[src/rtl/dir_spec_pkg.sv]
package dir_spec_pkg;
  typedef enum logic [2:0] {
    OP_PRD   = 3'd0,
    OP_PWR   = 3'd1,
    OP_SRD   = 3'd2,
    OP_SWR   = 3'd3,
    OP_FLUSH = 3'd4
  } dir_op_e;

  typedef enum logic [1:0] {
    ST_UNC = 2'd0,
    ST_SHR = 2'd1,
    ST_PRV = 2'd2,
    ST_SPC = 2'd3
  } dir_state_e;
endpackage

[src/rtl/dir_entry_store.sv]
module dir_entry_store
  import dir_spec_pkg::*;
#(
  parameter int ENTRIES = 8,
  parameter int NODES   = 16,
  localparam int IDX_W  = $clog2(ENTRIES)
) (
  input  logic             clk,
  input  logic             rst,
  input  logic [IDX_W-1:0] rd_idx,
  output dir_state_e       rd_state,
  output logic [NODES-1:0] rd_sharers,
  output logic [NODES-1:0] rd_readers,
  output logic [NODES-1:0] rd_writers,
  input  logic             wr_en,
  input  logic [IDX_W-1:0] wr_idx,
  input  dir_state_e       wr_state,
  input  logic [NODES-1:0] wr_sharers,
  input  logic [NODES-1:0] wr_readers,
  input  logic [NODES-1:0] wr_writers
);
  dir_state_e       st_mem [ENTRIES];
  logic [NODES-1:0] sh_mem [ENTRIES];
  logic [NODES-1:0] rd_mem [ENTRIES];
  logic [NODES-1:0] wr_mem [ENTRIES];

  always_ff @(posedge clk) begin
    if (rst) begin
      for (int e = 0; e < ENTRIES; e++) begin
        st_mem[e] <= ST_UNC;
        sh_mem[e] <= '0;
        rd_mem[e] <= '0;
        wr_mem[e] <= '0;
      end
    end else if (wr_en) begin
      st_mem[wr_idx] <= wr_state;
      sh_mem[wr_idx] <= wr_sharers;
      rd_mem[wr_idx] <= wr_readers;
      wr_mem[wr_idx] <= wr_writers;
    end
  end

  assign rd_state   = st_mem[rd_idx];
  assign rd_sharers = sh_mem[rd_idx];
  assign rd_readers = rd_mem[rd_idx];
  assign rd_writers = wr_mem[rd_idx];
endmodule

[src/rtl/dir_raw_check.sv]
module dir_raw_check #(
  parameter int NODES  = 16,
  localparam int ID_W  = $clog2(NODES)
) (
  input  logic             chk_en,
  input  logic             fwd_en,
  input  logic [ID_W-1:0]  node,
  input  logic [NODES-1:0] readers,
  input  logic [NODES-1:0] writers,
  output logic             violation,
  output logic [NODES-1:0] squash,
  output logic             fwd_valid,
  output logic [ID_W-1:0]  fwd_node
);
  logic            later_found;
  logic [ID_W-1:0] later_id;

  // Nearest reader above the writer: scan downward so the lowest wins.
  always_comb begin
    later_found = 1'b0;
    later_id    = '0;
    for (int i = NODES - 1; i >= 0; i--) begin
      if (i > int'(node) && readers[i]) begin
        later_found = 1'b1;
        later_id    = ID_W'(i);
      end
    end
  end

  assign violation = chk_en && later_found;

  for (genvar g = 0; g < NODES; g++) begin : g_sq
    assign squash[g] = violation && (ID_W'(g) >= later_id);
  end

  // Latest earlier writer: scan upward so the highest wins.
  always_comb begin
    fwd_valid = 1'b0;
    fwd_node  = '0;
    for (int i = 0; i < NODES; i++) begin
      if (fwd_en && i < int'(node) && writers[i]) begin
        fwd_valid = 1'b1;
        fwd_node  = ID_W'(i);
      end
    end
  end
endmodule

[src/rtl/dir_next_state.sv]
module dir_next_state
  import dir_spec_pkg::*;
#(
  parameter int NODES = 16,
  localparam int ID_W = $clog2(NODES)
) (
  input  dir_op_e          op,
  input  logic             valid,
  input  logic [ID_W-1:0]  node,
  input  dir_state_e       cur_state,
  input  logic [NODES-1:0] cur_sharers,
  input  logic [NODES-1:0] cur_readers,
  input  logic [NODES-1:0] cur_writers,
  output logic             upd_en,
  output dir_state_e       nxt_state,
  output logic [NODES-1:0] nxt_sharers,
  output logic [NODES-1:0] nxt_readers,
  output logic [NODES-1:0] nxt_writers,
  output logic [NODES-1:0] inval,
  output logic             writeback
);
  logic [NODES-1:0] req_bit;
  logic             is_spec;

  assign req_bit = NODES'(1) << node;
  assign is_spec = (cur_state == ST_SPC);

  always_comb begin
    upd_en      = 1'b0;
    nxt_state   = cur_state;
    nxt_sharers = cur_sharers;
    nxt_readers = cur_readers;
    nxt_writers = cur_writers;
    inval       = '0;
    writeback   = 1'b0;
    if (valid) begin
      unique case (op)
        OP_PRD: if (!is_spec) begin
          upd_en = 1'b1;
          if (cur_state == ST_PRV && cur_sharers == req_bit) begin
            nxt_state = ST_PRV;
          end else begin
            writeback   = (cur_state == ST_PRV);
            nxt_state   = ST_SHR;
            nxt_sharers = cur_sharers | req_bit;
          end
        end
        OP_PWR: if (!is_spec) begin
          upd_en      = 1'b1;
          inval       = cur_sharers & ~req_bit;
          writeback   = (cur_state == ST_PRV) && (cur_sharers != req_bit);
          nxt_state   = ST_PRV;
          nxt_sharers = req_bit;
        end
        OP_SRD, OP_SWR: begin
          upd_en = 1'b1;
          if (!is_spec) begin
            inval       = cur_sharers;
            writeback   = (cur_state == ST_PRV);
            nxt_sharers = '0;
            nxt_readers = '0;
            nxt_writers = '0;
          end
          nxt_state = ST_SPC;
          if (op == OP_SRD) nxt_readers = (is_spec ? cur_readers : '0) | req_bit;
          else              nxt_writers = (is_spec ? cur_writers : '0) | req_bit;
        end
        OP_FLUSH: if (is_spec) begin
          upd_en      = 1'b1;
          nxt_state   = ST_UNC;
          nxt_sharers = '0;
          nxt_readers = '0;
          nxt_writers = '0;
        end
        default: upd_en = 1'b0;
      endcase
    end
  end
endmodule

[src/rtl/spec_dir_ctrl.sv]
module spec_dir_ctrl
  import dir_spec_pkg::*;
#(
  parameter int NODES   = 16,
  parameter int ENTRIES = 8,
  localparam int ID_W   = $clog2(NODES),
  localparam int IDX_W  = $clog2(ENTRIES)
) (
  input  logic             clk,
  input  logic             rst,
  input  logic             cmd_valid,
  input  logic [2:0]       cmd_op,
  input  logic [IDX_W-1:0] cmd_block,
  input  logic [ID_W-1:0]  cmd_node,
  output logic             rsp_valid,
  output logic [1:0]       rsp_state,
  output logic [NODES-1:0] rsp_readers,
  output logic [NODES-1:0] rsp_writers,
  output logic [NODES-1:0] rsp_inval,
  output logic             rsp_writeback,
  output logic             rsp_violation,
  output logic [NODES-1:0] rsp_squash,
  output logic             rsp_fwd_valid,
  output logic [ID_W-1:0]  rsp_fwd_node
);
  dir_op_e          op;
  dir_state_e       cur_state, nxt_state;
  logic [NODES-1:0] cur_sh, cur_rd, cur_wr;
  logic [NODES-1:0] nxt_sh, nxt_rd, nxt_wr;
  logic [NODES-1:0] base_rd, base_wr;
  logic [NODES-1:0] inval, squash;
  logic             upd_en, writeback, violation, fwd_valid;
  logic [ID_W-1:0]  fwd_node;
  logic             spec_cmd;

  assign op       = dir_op_e'(cmd_op);
  assign spec_cmd = cmd_valid && (op == OP_SRD || op == OP_SWR);
  // Vectors of a non-speculative entry do not take part in the checks.
  assign base_rd  = (cur_state == ST_SPC) ? cur_rd : '0;
  assign base_wr  = (cur_state == ST_SPC) ? cur_wr : '0;

  dir_entry_store #(.ENTRIES(ENTRIES), .NODES(NODES)) u_store (
    .clk(clk), .rst(rst),
    .rd_idx(cmd_block), .rd_state(cur_state),
    .rd_sharers(cur_sh), .rd_readers(cur_rd), .rd_writers(cur_wr),
    .wr_en(upd_en), .wr_idx(cmd_block), .wr_state(nxt_state),
    .wr_sharers(nxt_sh), .wr_readers(nxt_rd), .wr_writers(nxt_wr)
  );

  dir_next_state #(.NODES(NODES)) u_next (
    .op(op), .valid(cmd_valid), .node(cmd_node),
    .cur_state(cur_state), .cur_sharers(cur_sh),
    .cur_readers(cur_rd), .cur_writers(cur_wr),
    .upd_en(upd_en), .nxt_state(nxt_state), .nxt_sharers(nxt_sh),
    .nxt_readers(nxt_rd), .nxt_writers(nxt_wr),
    .inval(inval), .writeback(writeback)
  );

  dir_raw_check #(.NODES(NODES)) u_raw (
    .chk_en(cmd_valid && op == OP_SWR), .fwd_en(spec_cmd),
    .node(cmd_node), .readers(base_rd), .writers(base_wr),
    .violation(violation), .squash(squash),
    .fwd_valid(fwd_valid), .fwd_node(fwd_node)
  );

  always_ff @(posedge clk) begin
    if (rst) begin
      rsp_valid     <= 1'b0;
      rsp_state     <= ST_UNC;
      rsp_readers   <= '0;
      rsp_writers   <= '0;
      rsp_inval     <= '0;
      rsp_writeback <= 1'b0;
      rsp_violation <= 1'b0;
      rsp_squash    <= '0;
      rsp_fwd_valid <= 1'b0;
      rsp_fwd_node  <= '0;
    end else begin
      rsp_valid     <= cmd_valid;
      rsp_state     <= cmd_valid ? nxt_state : ST_UNC;
      rsp_readers   <= cmd_valid ? nxt_rd : '0;
      rsp_writers   <= cmd_valid ? nxt_wr : '0;
      rsp_inval     <= inval;
      rsp_writeback <= writeback;
      rsp_violation <= violation;
      rsp_squash    <= squash;
      rsp_fwd_valid <= fwd_valid;
      rsp_fwd_node  <= fwd_node;
    end
  end
endmodule

[config.mk]
export PLATFORM = sky130hd
export DESIGN_NAME = spec_dir_ctrl
export DESIGN_NICKNAME = d
export VERILOG_FILES = /design/src/rtl/dir_spec_pkg.sv /design/src/rtl/dir_entry_store.sv /design/src/rtl/dir_raw_check.sv /design/src/rtl/dir_next_state.sv /design/src/rtl/spec_dir_ctrl.sv
export SDC_FILE = /design/constraint.sdc
export NUM_CORES = 1
export LEC_CHECK = 0
export CAP_MARGIN = 10
export CELL_PAD_IN_SITES_DETAIL_PLACEMENT = 0
export CELL_PAD_IN_SITES_GLOBAL_PLACEMENT = 1
export CORE_MARGIN = 2
export CORE_UTILIZATION = 35
export CTS_CLUSTER_DIAMETER = 50
export DETAILED_ROUTE_END_ITERATION = 8
export DONT_BUFFER_PORTS = 1
export PLACE_DENSITY_LB_ADDON = 0.1
export REMOVE_ABC_BUFFERS = 1
export SYNTH_ARGS = -nofsm -noshare
export SYNTH_HDL_FRONTEND = slang
export SYNTH_SLANG_ARGS = --single-unit
[constraint.sdc]
create_clock -name clk -period 4.4 [get_ports clk]
set_input_delay 1.1 -clock clk [delete_from_list [all_inputs] [get_ports clk]]
set_output_delay 1.1 -clock clk [all_outputs]
set_load 0.01 [all_outputs]
---- After elaboration in Yosys (flattened, before gate mapping) ----
Memory sizes are Yosys's and may differ from the RTL's.
Cells that the tools add are included.
Widths: inputs -> output; s select.
operators by class
  shift-type cells ........................ 1
  bitwise logic cells ..................... 6
  mux-type cells .......................... 110
  order comparisons ....................... 46
  equality and inequality tests ........... 8
  reduce and logical (&&, ||, !) cells .... 76
operators by type and width
  kind                  number
  $mux 16               18
  $pmux 16 s2           3
  $mux 4                22
  $logic_and 1x1->1     66
  $pmux 16 s4           1
  $or 16x16->16         3
  $reduce_or 16->1      3
  $mux 1                47
  $ge 4x4->1 const A    8
  $gt 4x4->1 const A    8
  $lt 4x4->1 const A    7
  $mux 3                8
  $and 16x16->16        1
  $eq 16x16->1          1
  $ge 3x4->1 const A    4
  $gt 3x4->1 const A    4
  $lt 3x4->1 const A    4
  $mux 2                8
  $ne 16x16->1          1
  $not 16->16           1
  $shl 1x4->16 const A  1
  $reduce_or 2->1       5
  $ge 1x4->1 const A    2
  $ge 2x4->1 const A    2
  13 further kinds      19
storage, ports and cells
  output and inout port bits .............. 74
  logic and storage cells ................. 262
  bits of input ports ..................... 13
  memories ................................ 4
  register bits after elaboration ......... 74
  RAM bits ................................ 400
memory list
  name            depth  width  rd ports  clocked after Yosys merged registers in  wr ports  line                   source
  u_store.rd_mem  8      16     1         0                                        8         dir_entry_store.sv:24  logic [NODES-1:0] rd_mem [ENTRIES];
  u_store.sh_mem  8      16     1         0                                        8         dir_entry_store.sv:23  logic [NODES-1:0] sh_mem [ENTRIES];
  u_store.wr_mem  8      16     1         0                                        8         dir_entry_store.sv:25  logic [NODES-1:0] wr_mem [ENTRIES];
  u_store.st_mem  8      2      1         0                                        8         dir_entry_store.sv:22  dir_state_e st_mem [ENTRIES];

---- Logic depth before layout (Yosys ltp) ----
Gate-level depths: netlist of run 1.
An unclocked memory read counts as a cell.
  depth after elaboration ................. 21
  gate-level depth with buffers ........... 18
  depth with buffers taken out ............ 13

---- Cells and area by module ----
From an unflattened synthesis of run 1, not the netlist that was laid out.
second synthesis, totals
  cells, all modules ...................... 1,760
  area total of the unflattened synthesis .. 23,467.5 um^2
modules (own cells, without submodules)
  module           area each (um^2)  cells each  sequential area each (um^2)  times used
  dir_entry_store  18,177.4          1,131       12,011.5                     1
  spec_dir_ctrl    2,358.5           199         1,481.4                      1
  dir_next_state   1,888.1           255         0.0                          1
  dir_raw_check    1,043.5           175         0.0                          1

---- Worst setup path after synthesis of run 1 ----
OpenSTA, ideal clock, no wires.
  kind .................................... in2reg
  from .................................... input cmd_block[1]
  to ...................................... memory u_store.sh_mem[0][15], data pin
  setup time .............................. 0.273 ns
  path buffers ............................ 4
  arrival ................................. 4.301 ns
  stages .................................. 16
  required time ........................... 4.127 ns
  path slack .............................. -0.174 ns
  cells stage by stage .................... buf_4 buf_2 buf_2 mux2_2 a222oi_1 o21ai_1 inv_1 ha_1 nor4_1 nand4_1 o31ai_1 or2_2 buf_4 o22ai_1 a22oi_1 nor2_1
RTL lines
  what             line                   source
  start, declared  spec_dir_ctrl.sv:13    input logic [IDX_W-1:0] cmd_block,
  end, declared    dir_entry_store.sv:23

==> impl_metrics.tcl, run 1 <==
set metrics [dict create \
    holdPathEnd "rsp_fwd_node[3]" \
    drive_above_1_share_pct 19.9 \
    cts-htree-levels 3 \
    p_leak_nw 9.33 \
    timing.final.max_slew_violations 0 \
    vias 14800 \
    synth-edff-count 400 \
    postRouteAntennaNets 0 \
    status "finished clean" \
    post_drt_wl_per_cell_um 28.3 \
    holdBufCountCts 0 \
    required_ns 4.74 \
    setup_viol 0 \
    dr.pass1.iters 5 \
    intPower_mw 8.85 \
    drt-total-wl_um 76000 \
    io_buffers 0 \
    grt_usage_pct 24.2 \
    nFillCells 5599 \
    rsz0062_at_grt "false" \
    synthDistinctLibCells 67 \
    die_h_um 251 \
    initial_core_util_pct 35.3 \
    clk_latency_ns 0.61 \
    swShare_pct 24.9 \
    finalWorstSetupSlack_ns 0.235 \
    yosysTopAreaCell "edfxtp_1" \
    end_kind "flip-flop" \
    async_reset_ff_share_pct 0 \
    clk_pin_slew_ns 0.06 \
    pre_cts_ws_ns -0.294 \
    crit_family "simple AND/OR/NAND/NOR gates" \
    drc 0 \
    rr_startpoint "u_store.sh_mem[7][1]" \
    grt_max_degree 120 \
    ys_seq_elements 473 \
    ys_top_cells_by_count "nor2_1, edfxtp_1, nand2_1, dfxtp_1, a22oi_1" \
    fp.coreArea_sq_um 60200 \
    cts_sinks 473 \
    cts_tree "yes" \
    hold_violations 0 \
    ios 87 \
    place.gp.congestion 0.824 \
    antenna_found_initial 0 \
    r2r-end "u_store.sh_mem[1][6]" \
    path_buf_inv 6 \
    syn_inst 1750 \
    maxCapViolations 0 \
    syn_avg_cell_area_sq_um 12.2 \
    worst-setup-path-type "in -> reg" \
    relSlewSlack_pct 33.2 \
    final.setup_skew_ns 0.0251 \
    synth_ff_type "edfxtp_1" \
    power.switching_mw 2.93 \
    min_path_cells 1 \
    overflow 0 \
    hpwl_um 45600 \
    grt_pass1_wl_um 109000 \
    layout-area-overhead-vs-synth_pct 19.3 \
    seq_power_share_pct 43.1 \
    grt_pass1_vias 15000 \
    avgViaCountPerCell 5.53 \
    cp.depth 16 \
    hold_class "in -> reg" \
    worstPathCellList "inv_1 > nor2_1 > buf_4 > a22oi_1 > o22ai_1 > inv_1 > ha_1 > nor4_1 > nand4_1 > buf_4 > a21oi_2 > nor4_1 > buf_12 > a222oi_1 > buf_4 > nor2_1" \
    power_density_nw_per_um2 464 \
    die_width_um 251 \
    total_power_mw 11.8 \
    numCtsBuffers 69 \
    post-route-period-util_pct 94.7 \
    cts_resized 0 \
    post_cts_buffers 0 \
    arrival_ns 4.50 \
    synth_top_cell_area_share_pct 56.4 \
    layout_min_cycle_time_ns 4.16 \
    startpoint_type "input pin" \
    slowest_delay_ns 0.44 \
    clkPwrFrac_pct 47.9 \
    path_max_fanout 84 \
    clock-root-buffer "clkbuf_16" \
    cpMostUsedCell "buf_4" \
    fmax_ghz 0.240 \
    ys_seq_area_share_pct 63.3 \
    layout.nets 1889 \
    drt_iter0_markers 1384 \
    syn_area_sq_um 21300 \
    reg2reg_slack_ns 0.60 \
    hp-start "rst" \
    synthTopCellsByArea "edfxtp_1, nor2_1, dfxtp_1" \
    clockBufferDepth 3 \
    worstMarginPinSlew_ns 1.00 \
    yosysWarnings 0 \
    rows 90 \
    rr_worst_depth 14 \
    dieArea_sq_um 62800 \
    pwr-share-comb_pct 9.0 \
    n_antenna_cell 0 \
    max-vdd-ir-drop_uv 317 \
    crit_slowest_cell "a222oi_1" \
    yosysMostFrequentCell "nor2_1" \
]
[cell families after synthesis]
| group | Yosys count | synth area share, % |
|---|---|---|
| buffers and inverters | 166 | 3.81 |
| AO/OA/AOI/OAI | 272 | 9.29 |
| flip-flops | 473 | 63.3 |
| multiplexers | 122 | 8.43 |
| adder cells (fa/ha/maj) | 32 | 1.88 |
| other | 1 | 0.0176 |
| AND/OR/NAND/NOR | 684 | 13.3 |
[final cells by class]
class / instances / area, sq um / area share [%]
Sequential cell: 473 / 13500 / 53.0
Multi-Input combinational cell: 1111 / 7100 / 28.0
Clock buffer: 94 / 2010 / 7.90
Timing Repair Buffer: 141 / 1270 / 5.01
Tap cell: 782 / 978 / 3.85
Clock inverter: 34 / 388 / 1.53
Inverter: 48 / 180 / 0.709
[worst max path at each step]
stage / slack [ns] / startpoint / endpoint
finish: 0.24 / cmd_block[0] / u_store.sh_mem[1][6]
global route: 0.11 / cmd_block[2] / u_store.sh_mem[1][6]
CTS: 0.30 / cmd_block[2] / u_store.sh_mem[1][6]
detailed placement: -0.29 / cmd_block[2] / u_store.sh_mem[1][6]
global placement: -0.35 / cmd_block[2] / u_store.sh_mem[1][0]
floorplan: -0.85 / cmd_block[0] / u_store.rd_mem[5][0]
[registers in the layout, summed over array words and instances, names as in the netlist, 2 cells and up]
signal	cells
rsp_fwd_node	4
rsp_inval	16
rsp_readers	16
rsp_squash	15
rsp_state	2
rsp_writers	16
u_store.rd_mem	128
u_store.sh_mem	128
u_store.st_mem	16
u_store.wr_mem	128
[worst register-to-register path: stages, from the launching register on]
cell	delay, ns
edfxtp_1	0.35
mux2_2	0.27
a221oi_1	0.34
o22ai_1	0.18
inv_1	0.11
ha_1	0.26
nor4_1	0.43
nand4_1	0.24
buf_4	0.21
a21oi_2	0.15
nor4_1	0.10
buf_12	0.15
a222oi_1	0.44
buf_4	0.26
nor2_1	0.05
[power by group through the flow]
stage                     clock, mW  combinational (mW)  sequential, mW
after floorplan                   0               0.566            5.16
after global placement            0                1.06            5.16
after detailed placement          0                1.06            5.17
after CTS                      5.75                1.06            5.08
after global routing           5.96                1.14            5.09
final                          5.64                1.06            5.08
[per-layer routing]
metal	up-vias	GRT usage (%)	routed length, um
met2	512	39.8	36000
li1	6585	-	-
met5	-	0	0
met3	100	3.49	4330
met1	7642	33.4	33900
met4	0	7.05	1790
[stage by stage]
stage / instances / util (%) / instance area [sq um] / hold WS [ns] / TNS, ns
after CTS: 2683 / 42.2 / 25400 / 0.555 / 0
final: 2683 / 42.2 / 25400 / 0.588 / 0
after global routing: 2683 / 42.2 / 25400 / 0.559 / 0
after detailed placement: 2555 / 38.2 / 23000 / 0.872 / -16.02
after floorplan: 1632 / - / 20700 / 0.656 / -338.05
after global placement: 2555 / 38.2 / 23000 / 0.895 / -23.24
[cells in the final DEF, fill, tap and decap left out, types with 5 or more instances in the layout]
master / count
mux2i_1: 41
a32oi_1: 6
edfxtp_1: 400
buf_12: 17
nand2_1: 74
a22o_1: 17
clkbuf_1: 12
nor3_1: 7
o21ai_0: 25
a22oi_1: 64
nor4_1: 6
o22ai_1: 20
inv_1: 46
a222oi_1: 7
ha_1: 32
nor2b_1: 14
a221oi_1: 31
clkinv_2: 7
o21ai_1: 10
o21a_1: 5
a31oi_1: 5
nand2_2: 8
nor2_1: 494
and2_1: 13
a21oi_1: 40
buf_4: 124
mux4_2: 39
nand3_1: 14
dfxtp_1: 73
nand2b_4: 8
inv_6: 9
clkbuf_16: 74
nand2b_1: 10
clkinv_8: 7
and3_1: 7
clkbuf_8: 8
or2_2: 6
mux2_2: 37
a221o_1: 6
No activity file was read; power rests on OpenSTA's default activity.
==> run 2, diff against run 1 <==
--- a/config.mk
+++ b/config.mk
@@ -14,6 +14,7 @@
 export DETAILED_ROUTE_END_ITERATION = 8
 export DONT_BUFFER_PORTS = 1
 export PLACE_DENSITY_LB_ADDON = 0.1
+export RECOVER_POWER = 25
 export REMOVE_ABC_BUFFERS = 1
 export SYNTH_ARGS = -nofsm -noshare
 export SYNTH_HDL_FRONTEND = slang
==> run 2 against run 1 <==
The run now ends with max-capacitance violations, max-slew violations left. Routed wire length is 0.17% higher. Via count is 0.12% higher. Utilization is 0.33 points lower. Flip-flop and latch count stayed put. Critical endpoint is now rsp_writers[3]. First-iteration DRC count is 10% higher.
==> impl_metrics.tcl, run 2 (synthesis gave the netlist of run 1 again) <==
set metrics [dict create \
    intPower_mw 8.82 \
    worstPathCellList "mux4_1 > nand2_1 > o21ai_1 > and3_1 > o21ai_0 > clkbuf_1 > a22oi_1 > nor2_1" \
    pre_cts_ws_ns -0.294 \
    clock-root-buffer "clkbuf_16" \
    layout-area-overhead-vs-synth_pct 18.3 \
    place.gp.congestion 0.824 \
    relSlewSlack_pct -15.9 \
    cts_tree "yes" \
    swShare_pct 24.9 \
    grt_use_met1_pct 33.4 \
    dieArea_sq_um 62800 \
    fmax_ghz 0.236 \
    cts_sinks 473 \
    drt-total-wl_um 76200 \
    required_ns 4.89 \
    grt_max_degree 120 \
    drive_above_1_share_pct 17.8 \
    io_buffers 0 \
    n_antenna_cell 0 \
    path_buf_inv 1 \
    setup_tns_ns 0 \
    numCtsBuffers 69 \
    rsz0062_at_grt "false" \
    grt_pass1_wl_um 109000 \
    final_cell_mix "nor2_1, edfxtp_1, buf_4" \
    layout_min_cycle_time_ns 4.24 \
    clkPwrFrac_pct 48.0 \
    antenna_found_initial 0 \
    grt_usage_pct 24.2 \
    status "finished, violations left" \
    arrival_ns 4.73 \
    placed_area_sq_um 23000 \
    worstMarginPinSlew_ns 1.74 \
    clockBufferDepth 3 \
    vias 14900 \
    register_area_sq_um 13500 \
    rows 90 \
    initial_core_util_pct 35.3 \
    finalHoldWorstSlack_ns 0.588 \
    p_leak_nw 9.18 \
    dr.pass1.iters 5 \
    final_util_pct 41.8 \
    cts-htree-levels 3 \
    hold_violations 0 \
    max-vdd-ir-drop_uv 317 \
    maxCapViolations 1 \
    reg_top3 "u_store.rd_mem x128, u_store.sh_mem x128, u_store.wr_mem x128" \
    post_cts_buffers 0 \
    cts_resized 0 \
    holdBufCountCts 0 \
    slowest_delay_ns 1.27 \
    startpoint_type "input pin" \
    hold_class "in -> reg" \
    post-route-period-util_pct 96.4 \
    total_power_mw 11.8 \
    timing.final.max_slew_violations 24 \
    drc 0 \
    power_density_nw_per_um2 466 \
    avgViaCountPerCell 5.54 \
    die_width_um 251 \
    power.switching_mw 2.93 \
    fin_area_sq_um 25200 \
    finalNonFillerCells 2683 \
    drt_iter0_markers 1522 \
    fp.coreArea_sq_um 60200 \
    nFillCells 5634 \
    finalWorstSetupSlack_ns 0.158 \
    clk_latency_ns 0.61 \
    seq_power_share_pct 43.2 \
    setup_viol 0 \
    post_drt_wl_per_cell_um 28.4 \
    layout.nets 1889 \
    overflow 0 \
    multi_input_area_sq_um 7050 \
    grt.busiest_layer "met2" \
    worst-setup-path-type "in -> reg" \
    crit_family "buffers and inverters" \
    grt.met2_usage_pct 39.8 \
    die_h_um 251 \
    pwr-share-comb_pct 8.8 \
    postRouteAntennaNets 0 \
    ios 87 \
    hpwl_um 45600 \
    grt_pass1_vias 15000 \
    met3_usage_pct 3.49 \
    end_kind "flip-flop" \
    clk_pin_slew_ns 0.05 \
    final_common_cell "nor2_1" \
    crit_slowest_cell "clkbuf_1" \
    violations "max-capacitance violations, max-slew violations" \
    placedCellCount 2555 \
    final.setup_skew_ns 0.0250 \
    path_max_fanout 84 \
]
==> run 2: changes by cell type in the layout (fill, tap and decap cells not counted), moves of 2 or more <==
cell and change:
and2_0 +2, and2_1 -2, buf_12 -2, buf_4 -32, clkbuf_1 +32, clkbuf_2 +2
nand2_1 +2, nand2_2 -2, nand2b_1 +3, nand2b_4 -4, o21ai_0 +4, o21ai_1 -3
==> run 2: layer usage <==
layer  part of all wire (%)  vias to the layer above
met5                      0                        -
met2                     48                      491
met1                     45                     7697
met3                    5.2                       83
li1                       -                     6586
met4                    2.1                        0
==> run 2: worst paths after layout <==
check / start / to / slack [ns] / depth (start not counted)
setup / recovery: cmd_block[0] / rsp_writers[3] / 0.16 / 8
hold / removal: rst / rsp_fwd_node[3] / 0.59 / 1
setup reg to reg: u_store.st_mem[1][0] / rsp_writers[3] / 0.33 / 8
hold reg to reg: u_store.sh_mem[1][11] / rsp_inval[11] / 0.88 / 4
==> run 2: area by class of cell <==
cell class              count  area share, %
inverters                  48          0.715
well taps                 782           3.88
clock buffers              94           7.96
flip-flops and latches    473           53.5
clock inverters            34           1.54
multi-input cells        1111           28.0
repair buffers            141           4.45
==> run 2: power by group through the flow <==
stage	Sequential, mW	Combinational [mW]	Clock, mW
2_1_floorplan	5.16	0.566	0
3_3_place_gp	5.16	1.06	0
3_5_place_dp	5.17	1.06	0
4_1_cts	5.08	1.06	5.75
5_1_grt	5.09	1.10	5.96
6_report	5.08	1.03	5.65
